===== src/rtl/noturn_pkg.sv =====
package noturn_pkg;

    typedef enum logic [1:0] {
        OP_DESEL = 2'd0,
        OP_READ  = 2'd1,
        OP_WRITE = 2'd2
    } op_e;

    // Low two address bits of burst step n from a start offset.
    function automatic logic [1:0] burst_low(input logic [1:0] start,
                                             input logic [1:0] n,
                                             input logic       linear);
        return linear ? 2'(start + n) : (start ^ n);
    endfunction

endpackage


===== src/rtl/noturn_burst.sv =====
module noturn_burst #(
    parameter int AW = 6
) (
    input  logic [AW-1:0] base,
    input  logic [1:0]    step,
    input  logic          linear,
    output logic [AW-1:0] cur_addr
);
    import noturn_pkg::*;

    always_comb begin
        cur_addr      = base;
        cur_addr[1:0] = burst_low(base[1:0], step, linear);
    end
endmodule


===== src/rtl/noturn_array.sv =====
module noturn_array #(
    parameter int AW     = 6,
    parameter int LANES  = 2,
    parameter int LANE_W = 9
) (
    input  logic                    clk,
    input  logic                    rst_n,
    input  logic                    we,
    input  logic [AW-1:0]           waddr,
    input  logic [LANES-1:0]        wmask,
    input  logic [LANES*LANE_W-1:0] wdata,
    input  logic [AW-1:0]           raddr,
    output logic [LANES*LANE_W-1:0] rdata
);
    localparam int DEPTH = 1 << AW;

    for (genvar g = 0; g < LANES; g++) begin : g_lane
        logic [LANE_W-1:0] cells [DEPTH];

        always_ff @(posedge clk or negedge rst_n) begin
            if (!rst_n) begin
                for (int i = 0; i < DEPTH; i++) cells[i] <= '0;
            end else if (we && wmask[g]) begin
                cells[waddr] <= wdata[g*LANE_W +: LANE_W];
            end
        end

        assign rdata[g*LANE_W +: LANE_W] = cells[raddr];
    end

    // without a commit, a word read at an unchanged address stays put
    a_r8_idle_array_stable: assert property (@(posedge clk) disable iff (!rst_n)
        !we |=> (raddr != $past(raddr)) || $stable(rdata));
endmodule


===== src/rtl/noturn_fwd.sv =====
module noturn_fwd #(
    parameter int AW     = 6,
    parameter int LANES  = 2,
    parameter int LANE_W = 9
) (
    input  logic [LANES*LANE_W-1:0] arr_data,
    input  logic [AW-1:0]           rd_addr,
    input  logic                    pend_valid,
    input  logic [AW-1:0]           pend_addr,
    input  logic [LANES-1:0]        pend_mask,
    input  logic [LANES*LANE_W-1:0] pend_data,
    output logic [LANES*LANE_W-1:0] merged
);
    logic hit;
    assign hit = pend_valid && (pend_addr == rd_addr);

    for (genvar g = 0; g < LANES; g++) begin : g_mux
        assign merged[g*LANE_W +: LANE_W] = (hit && pend_mask[g])
            ? pend_data[g*LANE_W +: LANE_W]
            : arr_data[g*LANE_W +: LANE_W];
    end
endmodule


===== src/rtl/noturn_sram.sv =====
module noturn_sram #(
    parameter int AW     = 6,
    parameter int LANES  = 2,
    parameter int LANE_W = 9
) (
    input  logic                    clk,
    input  logic                    rst_n,
    input  logic                    clk_en,
    input  logic                    sleep,
    input  logic                    sel_a_n,
    input  logic                    sel_b,
    input  logic                    sel_c_n,
    input  logic                    adv,
    input  logic                    we_n,
    input  logic [LANES-1:0]        lane_en_n,
    input  logic [AW-1:0]           addr,
    input  logic                    lin_burst,
    input  logic [LANES*LANE_W-1:0] din,
    input  logic                    oe_n,
    output logic [LANES*LANE_W-1:0] dout,
    output logic                    dout_oe,
    output logic                    rd_valid
);
    import noturn_pkg::*;

    localparam int DW = LANES * LANE_W;

    typedef struct packed {
        op_e              op;
        logic [AW-1:0]    base;
        logic [1:0]       step;
        logic [LANES-1:0] mask;
        logic             pv;
        logic [AW-1:0]    pa;
        logic [LANES-1:0] pm;
        logic [DW-1:0]    pd;
    } st_t;

    st_t st_q, st_d;

    logic          go;
    logic          sel_ok;
    logic [AW-1:0] cur_addr;
    logic          commit_we;
    logic [DW-1:0] arr_data;
    logic [DW-1:0] merged;

    assign go     = clk_en && !sleep;
    assign sel_ok = !sel_a_n && sel_b && !sel_c_n;

    noturn_burst #(.AW(AW)) u_burst (
        .base     (st_q.base),
        .step     (st_q.step),
        .linear   (lin_burst),
        .cur_addr (cur_addr)
    );

    always_comb begin
        st_d      = st_q;
        commit_we = 1'b0;
        if (go) begin
            // posted write retires on this edge
            commit_we = st_q.pv;
            st_d.pv   = 1'b0;
            // late data of the registered write enters the posted stage
            if (st_q.op == OP_WRITE && |st_q.mask) begin
                st_d.pv = 1'b1;
                st_d.pa = cur_addr;
                st_d.pm = st_q.mask;
                st_d.pd = din;
            end
            if (!adv) begin
                if (sel_ok) begin
                    st_d.op   = we_n ? OP_READ : OP_WRITE;
                    st_d.base = addr;
                    st_d.step = 2'd0;
                    st_d.mask = ~lane_en_n;
                end else begin
                    st_d.op = OP_DESEL;
                end
            end else if (st_q.op != OP_DESEL) begin
                st_d.step = st_q.step + 2'd1;
                st_d.mask = ~lane_en_n;
            end
        end
    end

    always_ff @(posedge clk or negedge rst_n) begin
        if (!rst_n) st_q <= '0;
        else        st_q <= st_d;
    end

    noturn_array #(.AW(AW), .LANES(LANES), .LANE_W(LANE_W)) u_array (
        .clk   (clk),
        .rst_n (rst_n),
        .we    (commit_we),
        .waddr (st_q.pa),
        .wmask (st_q.pm),
        .wdata (st_q.pd),
        .raddr (cur_addr),
        .rdata (arr_data)
    );

    noturn_fwd #(.AW(AW), .LANES(LANES), .LANE_W(LANE_W)) u_fwd (
        .arr_data   (arr_data),
        .rd_addr    (cur_addr),
        .pend_valid (st_q.pv),
        .pend_addr  (st_q.pa),
        .pend_mask  (st_q.pm),
        .pend_data  (st_q.pd),
        .merged     (merged)
    );

    assign rd_valid = !sleep && (st_q.op == OP_READ);
    assign dout_oe  = rd_valid && !oe_n;
    assign dout     = dout_oe ? merged : '0;

    // a deselect persists while advance is high
    a_r2_desel_hold: assert property (@(posedge clk) disable iff (!rst_n)
        (go && adv && st_q.op == OP_DESEL) |=> (st_q.op == OP_DESEL));

    // a posted write appears only after a registered write command
    a_r5_post_after_write: assert property (@(posedge clk) disable iff (!rst_n)
        $rose(st_q.pv) |-> ($past(st_q.op) == OP_WRITE));

    // a disabled clock edge freezes all state
    a_r9_stall_freeze: assert property (@(posedge clk) disable iff (!rst_n)
        !clk_en |=> $stable(st_q));

    // a loaded read is flow-through on the next cycle
    a_r6_read_flow: assert property (@(posedge clk) disable iff (!rst_n)
        (go && !adv && sel_ok && we_n && !sleep) |=> (rd_valid || sleep));

    // sleep is entered only after an edge without a selected write
    a_r11_sleep_entry: assert property (@(posedge clk) disable iff (!rst_n)
        $rose(sleep) |-> $past(we_n || !sel_ok || adv));
endmodule


===== config.mk =====
export PLATFORM = sky130hd
export DESIGN_NAME = noturn_sram
export DESIGN_NICKNAME = d
export VERILOG_FILES = /design/src/rtl/noturn_pkg.sv /design/src/rtl/noturn_burst.sv /design/src/rtl/noturn_array.sv /design/src/rtl/noturn_fwd.sv /design/src/rtl/noturn_sram.sv
export SDC_FILE = /design/constraint.sdc
export NUM_CORES = 2
export LEC_CHECK = 0
export CORE_MARGIN = 8
export CORE_UTILIZATION = 40
export CTS_CLUSTER_SIZE = 20
export DETAILED_ROUTE_END_ITERATION = 8
export MAX_ROUTING_LAYER = met4
export SYNTH_ARGS = -nofsm -noshare
export SYNTH_HDL_FRONTEND = slang
export SYNTH_HIERARCHICAL = 1
export SYNTH_SLANG_ARGS = --single-unit

===== constraint.sdc =====
create_clock -name clk -period 3.6 [get_ports clk]
set_input_delay 0.54 -clock clk [delete_from_list [all_inputs] [get_ports clk]]
set_output_delay 0.54 -clock clk [all_outputs]
set_load 0.005 [all_outputs]

* Word-level counts from Yosys, hierarchy flattened *
Index checks and enable logic that the tools add are counted.

cells by class
  $add $sub $neg = 2
  $lt $le $gt $ge = 3
  equality and inequality tests = 4
  bitwise gates (word level) = 5
  multiplexer cells = 21
  reduce and logical (&&, ||, !) cells = 23

operator list
  operator               count
  $bwmux W576            2
  $bmux W9 S6            2
  $mux W9                7
  $demux W9 S6           1
  $mux W27               1
  $mux W18               1
  $ge A7 B7 Y1 const B   2
  $not A6 Y7             2
  $logic_and A1 B1 Y1    12
  $mux W4                3
  $lt A7 B1 Y1 const B   1
  $eq A6 B6 Y1           1
  $mux W2                3
  $reduce_and A3 Y1      2
  $logic_not A1 Y1       4
  $reduce_and A2 Y1      2
  $reduce_bool A2 Y1     2
  $add A2 B1 Y2 const B  1
  $add A2 B2 Y2          1
  $eq A2 B1 Y1 const B   1
  $eq A2 B2 Y1 const B   1
  $ne A2 B1 Y1 const B   1
  $not A2 Y2             1
  $reduce_or A2 Y1       1
  3 further kinds        3

storage, ports and cells
  output and inout port bits = 20
  flip-flop bits (word level) = 1191
  word-level logic and storage cells = 194
  input bits = 37

* Depth between registers and ports, before layout *
  word-level depth = 8
  mapped depth = 15
  depth with buffers taken out = 10

* Cells and area by module *
The synthesis kept the hierarchy.

modules (own cells, without submodules)
  module        area an instance (um^2)  cells each  instances  sequential area each (um^2)
  noturn_array  52648.0                  3335        1          28827.6
  noturn_sram   1667.8                   121         1          975.9
  noturn_fwd    307.8                    30          1          0.0
  noturn_burst  63.8                     8           1          0.0

* Worst setup path after synthesis *
No wires, ideal clock.

  kind = input to output
  start = input lin_burst
  end = output dout[4]
  setup slack = 0.170 ns
  path buffers = 4
  cell stages on the path = 13
  arrival time = 2.890 ns
  data required time = 3.060 ns
  path through = nand2_1 xnor2_1 buf_4 buf_2 buf_4 buf_2 mux2_2 a32oi_1 nand3_1 o211ai_1 o21ai_1 mux2_2 and2_1

between the ends
  word-level cells in the longest chain between the ends = 7
  elaborated cells between the ends (all ways) = 10
  classes of those cells = eq/ne (1); mux (6); bitwise (1); reduce/logical (2)

ends and longest elaborated chain
  what                                        RTL line            RTL
  from (decl)                                 noturn_sram.sv:17   input logic lin_burst,
  $mux W2                                     noturn_pkg.sv:13    return linear ? 2'(start + n) : (start ^ n);
  net cur_addr[1]                             noturn_sram.sv:43   logic [AW-1:0] cur_addr;
  $not A6 Y7 (implied by the code)            noturn_array.sv:28  assign rdata[g*LANE_W +: LANE_W] = cells[raddr];
  $bmux W9 S6                                 noturn_array.sv:28
  $mux W9 (implied by the code) (2 in a row)  noturn_array.sv:28
  net arr_data[4]                             noturn_sram.sv:45   logic [DW-1:0] arr_data;
  $mux W9                                     noturn_fwd.sv:19    ? pend_data[g*LANE_W +: LANE_W]
  net merged[4]                               noturn_sram.sv:46   logic [DW-1:0] merged;
  $mux W18                                    noturn_sram.sv:116  assign dout = dout_oe ? merged : '0;
  to (decl)                                   noturn_sram.sv:20   output logic [LANES*LANE_W-1:0] dout,

The timed path passes the listed nets, and every way through them passes these cells. The select of a mux whose other input is x is not followed.

* Worst setup path after layout *
  start = register st_q[29] in the netlist's numbering
  end = output dout[16]

between the ends
  word-level cells in the longest chain between the ends = 8
  elaborated cells between the ends (all ways) = 12
  classes of those cells = add/sub (1); eq/ne (1); mux (6); bitwise (2); reduce/logical (2)

ends and longest elaborated chain
  what                                        RTL line            RTL
  from (decl)                                 noturn_sram.sv:39   st_t st_q, st_d;
  from (signal assigned)                      noturn_sram.sv:90   else st_q <= st_d;
  $add A2 B2 Y2                               noturn_pkg.sv:13
  $mux W2                                     noturn_pkg.sv:13
  net cur_addr[1]                             noturn_sram.sv:43
  $not A6 Y7 (implied by the code)            noturn_array.sv:28
  $bmux W9 S6                                 noturn_array.sv:28
  $mux W9 (implied by the code) (2 in a row)  noturn_array.sv:28
  net arr_data[16]                            noturn_sram.sv:45
  $mux W9                                     noturn_fwd.sv:19
  net merged[16]                              noturn_sram.sv:46
  $mux W18                                    noturn_sram.sv:116

The timed path passes the listed nets, and every way through them passes these cells. The select of a mux whose other input is x is not followed.

==> metrics.csv <==
stage;metric;value;unit
cells_and_area;utilization;48.4;%
pwr;leakage;31.3;nW
pwr;combPwrFrac;25.8;%
pwr;total_power;36.3;mW
sta;setup_slack;-0.978;ns
sta;setup_viol;18;
logic_synthesis;yosysTopAreaCell;dfrtp_1;
logic_synthesis;netlist_area;54700;um2
logic_synthesis;synth-simple-area-share;3.13;%
floorplanning;die_height;386;um
grt;grt-ovfl-total;0;
setup_path;path_cells;ha_4 -> nand2_4 -> xnor2_2 -> buf_6 -> buf_12 -> buf_4 -> buf_12 -> buf_8 -> mux4_2 -> mux2i_1 -> buf_4 -> a22oi_2 -> o211ai_1 -> o21ai_1 -> buf_4 -> mux2_2 -> and2_1 -> clkbuf_2;
logic_synthesis;ys_ff_latch;1191;
pwr;peakVddDrop;0.444;mV
setup_path;worstPathRequired;3.06;ns
place;io_buffers;56;
grt;grt_pass1_wl;226000;um
logic_synthesis;ys_warn_count;6;
setup_path;r2r_start;st_q[24]$_DFFE_PN0P_;
place;gp_congestion;0.817;
logic_synthesis;netlist.area_leader.share;54.5;%
clocking;cts_sinks;1191;
clocking;htreeDepth;3;
grt;grt_pass1_vias;33800;
run;max-cap-violations;0;
floorplanning;die_w;386;um
detailed_routing;postRouteAntennaNets;0;
cells_and_area;drive_gt1_share;61.0;%
logic_synthesis;ys_types;58;
logic_synthesis;synth-edff-count;0;
floorplanning;initial_core_util;40.3;%
setup_path;critPathArrivalTime;4.04;ns
logic_synthesis;synth.area.mux_share;38.0;%
logic_synthesis;synth.avg_cell_area;15.7;um2
floorplanning;coreArea;136000;um2
outcome;violations;setup timing;
grt;antenna_found_initial;1;
sta;drv_slew;0;
logic_synthesis;synthTopCellsByArea;dfrtp_1 (54%), mux2_2 (25%), mux4_2 (12%);
min_path;hold_class;in -> async;
detailed_routing;dr.pass1.iters;5;
pwr;power_switching;11.0;mW
sta;tightest_slew;0.935;ns
pwr;intPower;25.3;mW
sta;fin_setup_tns;-16.38;ns
logic_synthesis;synth_commonest_cells;mux2_2 (1218), dfrtp_1 (1191), mux4_2 (289), clkbuf_1 (156), nor2_2 (96);
clocking;cts_buffers;121;
sta;fin_crit;4.58;ns
detailed_routing;dr.first_iter.drc_count;2069;
pwr;clkPwrFrac;36.4;%
logic_synthesis;yosysMostFrequentCell;mux2_2;
setup_path;critPathKind;reg -> out;
sta;hold_violations;0;
detailed_routing;via_count;32100;
cells_and_area;layout.nets;3885;
sta;rsz0062_at_grt;yes;
outcome;outcome;complete, but fails checks;
pwr;power_density;552;nW/um2
cells_and_area;syn2layout_area_growth;20.1;%
logic_synthesis;syn_inst;3494;
clocking;clkSlewWorstSetupHoldPaths;0.06;ns
clocking;cts_tree;done;
logic_synthesis;synth_compound_area_share;1.86;%
logic_synthesis;async_flop_share;100;%
pwr;pwr-share-seq;37.8;%
setup_path;critical_path.max_stage_delay;0.50;ns
clocking;cts-root-buf;clkbuf_16;
floorplanning;die_area;149000;um2
sta;worst_clock_skew;0.0349;ns
setup_path;r2r-end;u_array/g_lane[0].cells[553]$_DFFE_PN0P_;
setup_path;worstSetupEndpointType;primary output;
detailed_routing;wl_per_cell;26.0;um
logic_synthesis;synth-adder-area-share;0.0229;%
place;hpwlAfterDp;96100;um
cells_and_area;design_area;65700;um2
detailed_routing;totalWireLength;149000;um
clocking;insertion_delay;0.75;ns
logic_synthesis;yosys_most_used_dff;dfrtp_1;
grt;grt.total_usage;20.5;%
floorplanning;rows;135;
detailed_routing;viasPerCell;5.60;
logic_synthesis;ys_seq_area_share;54.5;%
setup_path;crit_top_cell;buf_4;
floorplanning;ioPinCount;57;
logic_synthesis;synth_nets;3532;
sta;max_freq;0.218;GHz
setup_path;slowest_stage;mux4_2;
pwr;switching_share;30.3;%
sta;min_period_over_period;127;%
sta;relSlewSlack;37.7;%
setup_path;r2r_slack;1.04;ns
logic_synthesis;synthXorXnorAreaFrac;0.128;%
place;dpl-instance-area;59700;um2
grt;grt_max_degree;104;
detailed_routing;drc;0;
logic_synthesis;synth_top_family_by_area;multiplexers;
setup_path;rr_worst_depth;4;
clocking;cts_buffer_depth;3;
setup_path;worstPathMaxFanout;6;
setup_path;cp-start-kind;flop;
power groups by stage:
| stage | Clock, mW | Combinational, mW | Sequential (mW) |
|---|---|---|---|
| final | 13.2 | 9.37 | 13.7 |
| after detailed placement | 0 | 8.08 | 13.9 |
| after global placement | 0 | 8.06 | 13.9 |
| after global routing | 14.0 | 9.91 | 13.7 |
| after CTS | 13.5 | 8.84 | 13.7 |
| after floorplan | 0 | 4.51 | 13.8 |
state kept, by name, summed over array words and instances (netlist names):
name,count
u_array/g_lane.cells,1152
st_q,39
how the worst max path moves through the flow:
| stage | start | end | slack, ns | cells past startpoint |
|---|---|---|---|---|
| 2_1_floorplan | lin_burst | dout[4] | 0.17 | 13 |
| 3_3_place_gp | lin_burst | dout[0] | -1.30 | 15 |
| 3_5_place_dp | lin_burst | dout[0] | -1.26 | 15 |
| 4_1_cts | st_q[30]$_DFFE_PN0P_ | dout[12] | -1.35 | 15 |
| 5_1_grt | st_q[29]$_DFFE_PN0P_ | dout[10] | -1.13 | 18 |
| 6_report | st_q[29]$_DFFE_PN0P_ | dout[16] | -0.98 | 18 |
repair_timing:
action	in CTS	in global routing
buffers inserted	36	45
pin swaps	28	41
hold buffers	1	0
gates resized for setup	163	135
endpoints found under the hold margin	66	0
gates cloned	4	3
endpoints found under the setup margin	18	18
critical path: cells and delay by family (launching register included):
family | cells | cell delay (ns)
AO/OA/AOI/OAI | 3 | 0.42
flip-flops | 1 | 0.41
XOR/XNOR | 1 | 0.11
AND/OR/NAND/NOR | 2 | 0.19
adder cells (fa/ha/maj) | 1 | 0.18
buffers and inverters | 8 | 1.09
multiplexers | 3 | 0.90
through the flow:
step,instances,hold slack (ns),setup slack (ns)
global placement,5433,0.481,-1.30
detailed placement,5433,0.484,-1.26
global route,5733,0.376,-1.13
CTS,5696,0.323,-1.35
floorplan,3494,0.244,0.170
finish,5733,0.375,-0.978
area by class of cell:
class | instances | area, um2
Timing Repair Buffer | 495 | 4970
Fill cell | 11600 | 70000
Clock buffer | 174 | 3640
Multi-Input combinational cell | 2034 | 24400
Inverter | 4 | 15.0
Clock inverter | 53 | 588
Antenna cell | 1 | 2.50
Tap cell | 1781 | 2230
Sequential cell | 1191 | 29800
cell usage in the layout (no fill, tap or decap), types with 7 or more instances in the layout:
cell type	instances
mux2i_2	7
o41ai_4	11
buf_4	333
a21oi_1	17
clkinv_2	31
nor2_2	106
mux2_2	1200
nor3_1	14
clkdlybuf4s50_1	37
nor2_1	24
clkbuf_1	15
dfrtp_1	1170
clkbuf_8	35
nand2_1	56
a21oi_2	10
clkinvlp_4	7
buf_6	36
a211oi_1	11
mux2i_1	41
clkbuf_16	127
mux4_2	289
and2_1	9
nor2b_1	14
nand3_1	8
o21ai_1	18
and2_4	10
buf_16	7
bufinv_16	10
mux2_4	19
o22ai_1	29
o21ai_0	20
dfrtp_2	19
buf_12	60
buf_8	8
a211oi_2	7
cells by family after synthesis:
kind of cell | Yosys count
xor gates and xnor gates | 8
buffers and inverters | 269
DFF | 1191
muxes | 1561
AOI/OAI and AO/OA | 160
adders and majority gates | 1
and+or+nand+nor | 304
per-layer routing:
layer | vias to the layer above | wire, um | GRT usage [%]
li1 | 13800 | - | -
met1 | 17500 | 68800 | 28.7
met2 | 674 | 68500 | 30.6
met3 | 208 | 7420 | 3.77
met4 | 0 | 4140 | 6.27
met5 | - | 0 | -
Note: power is estimated with default switching activity, not from simulation.
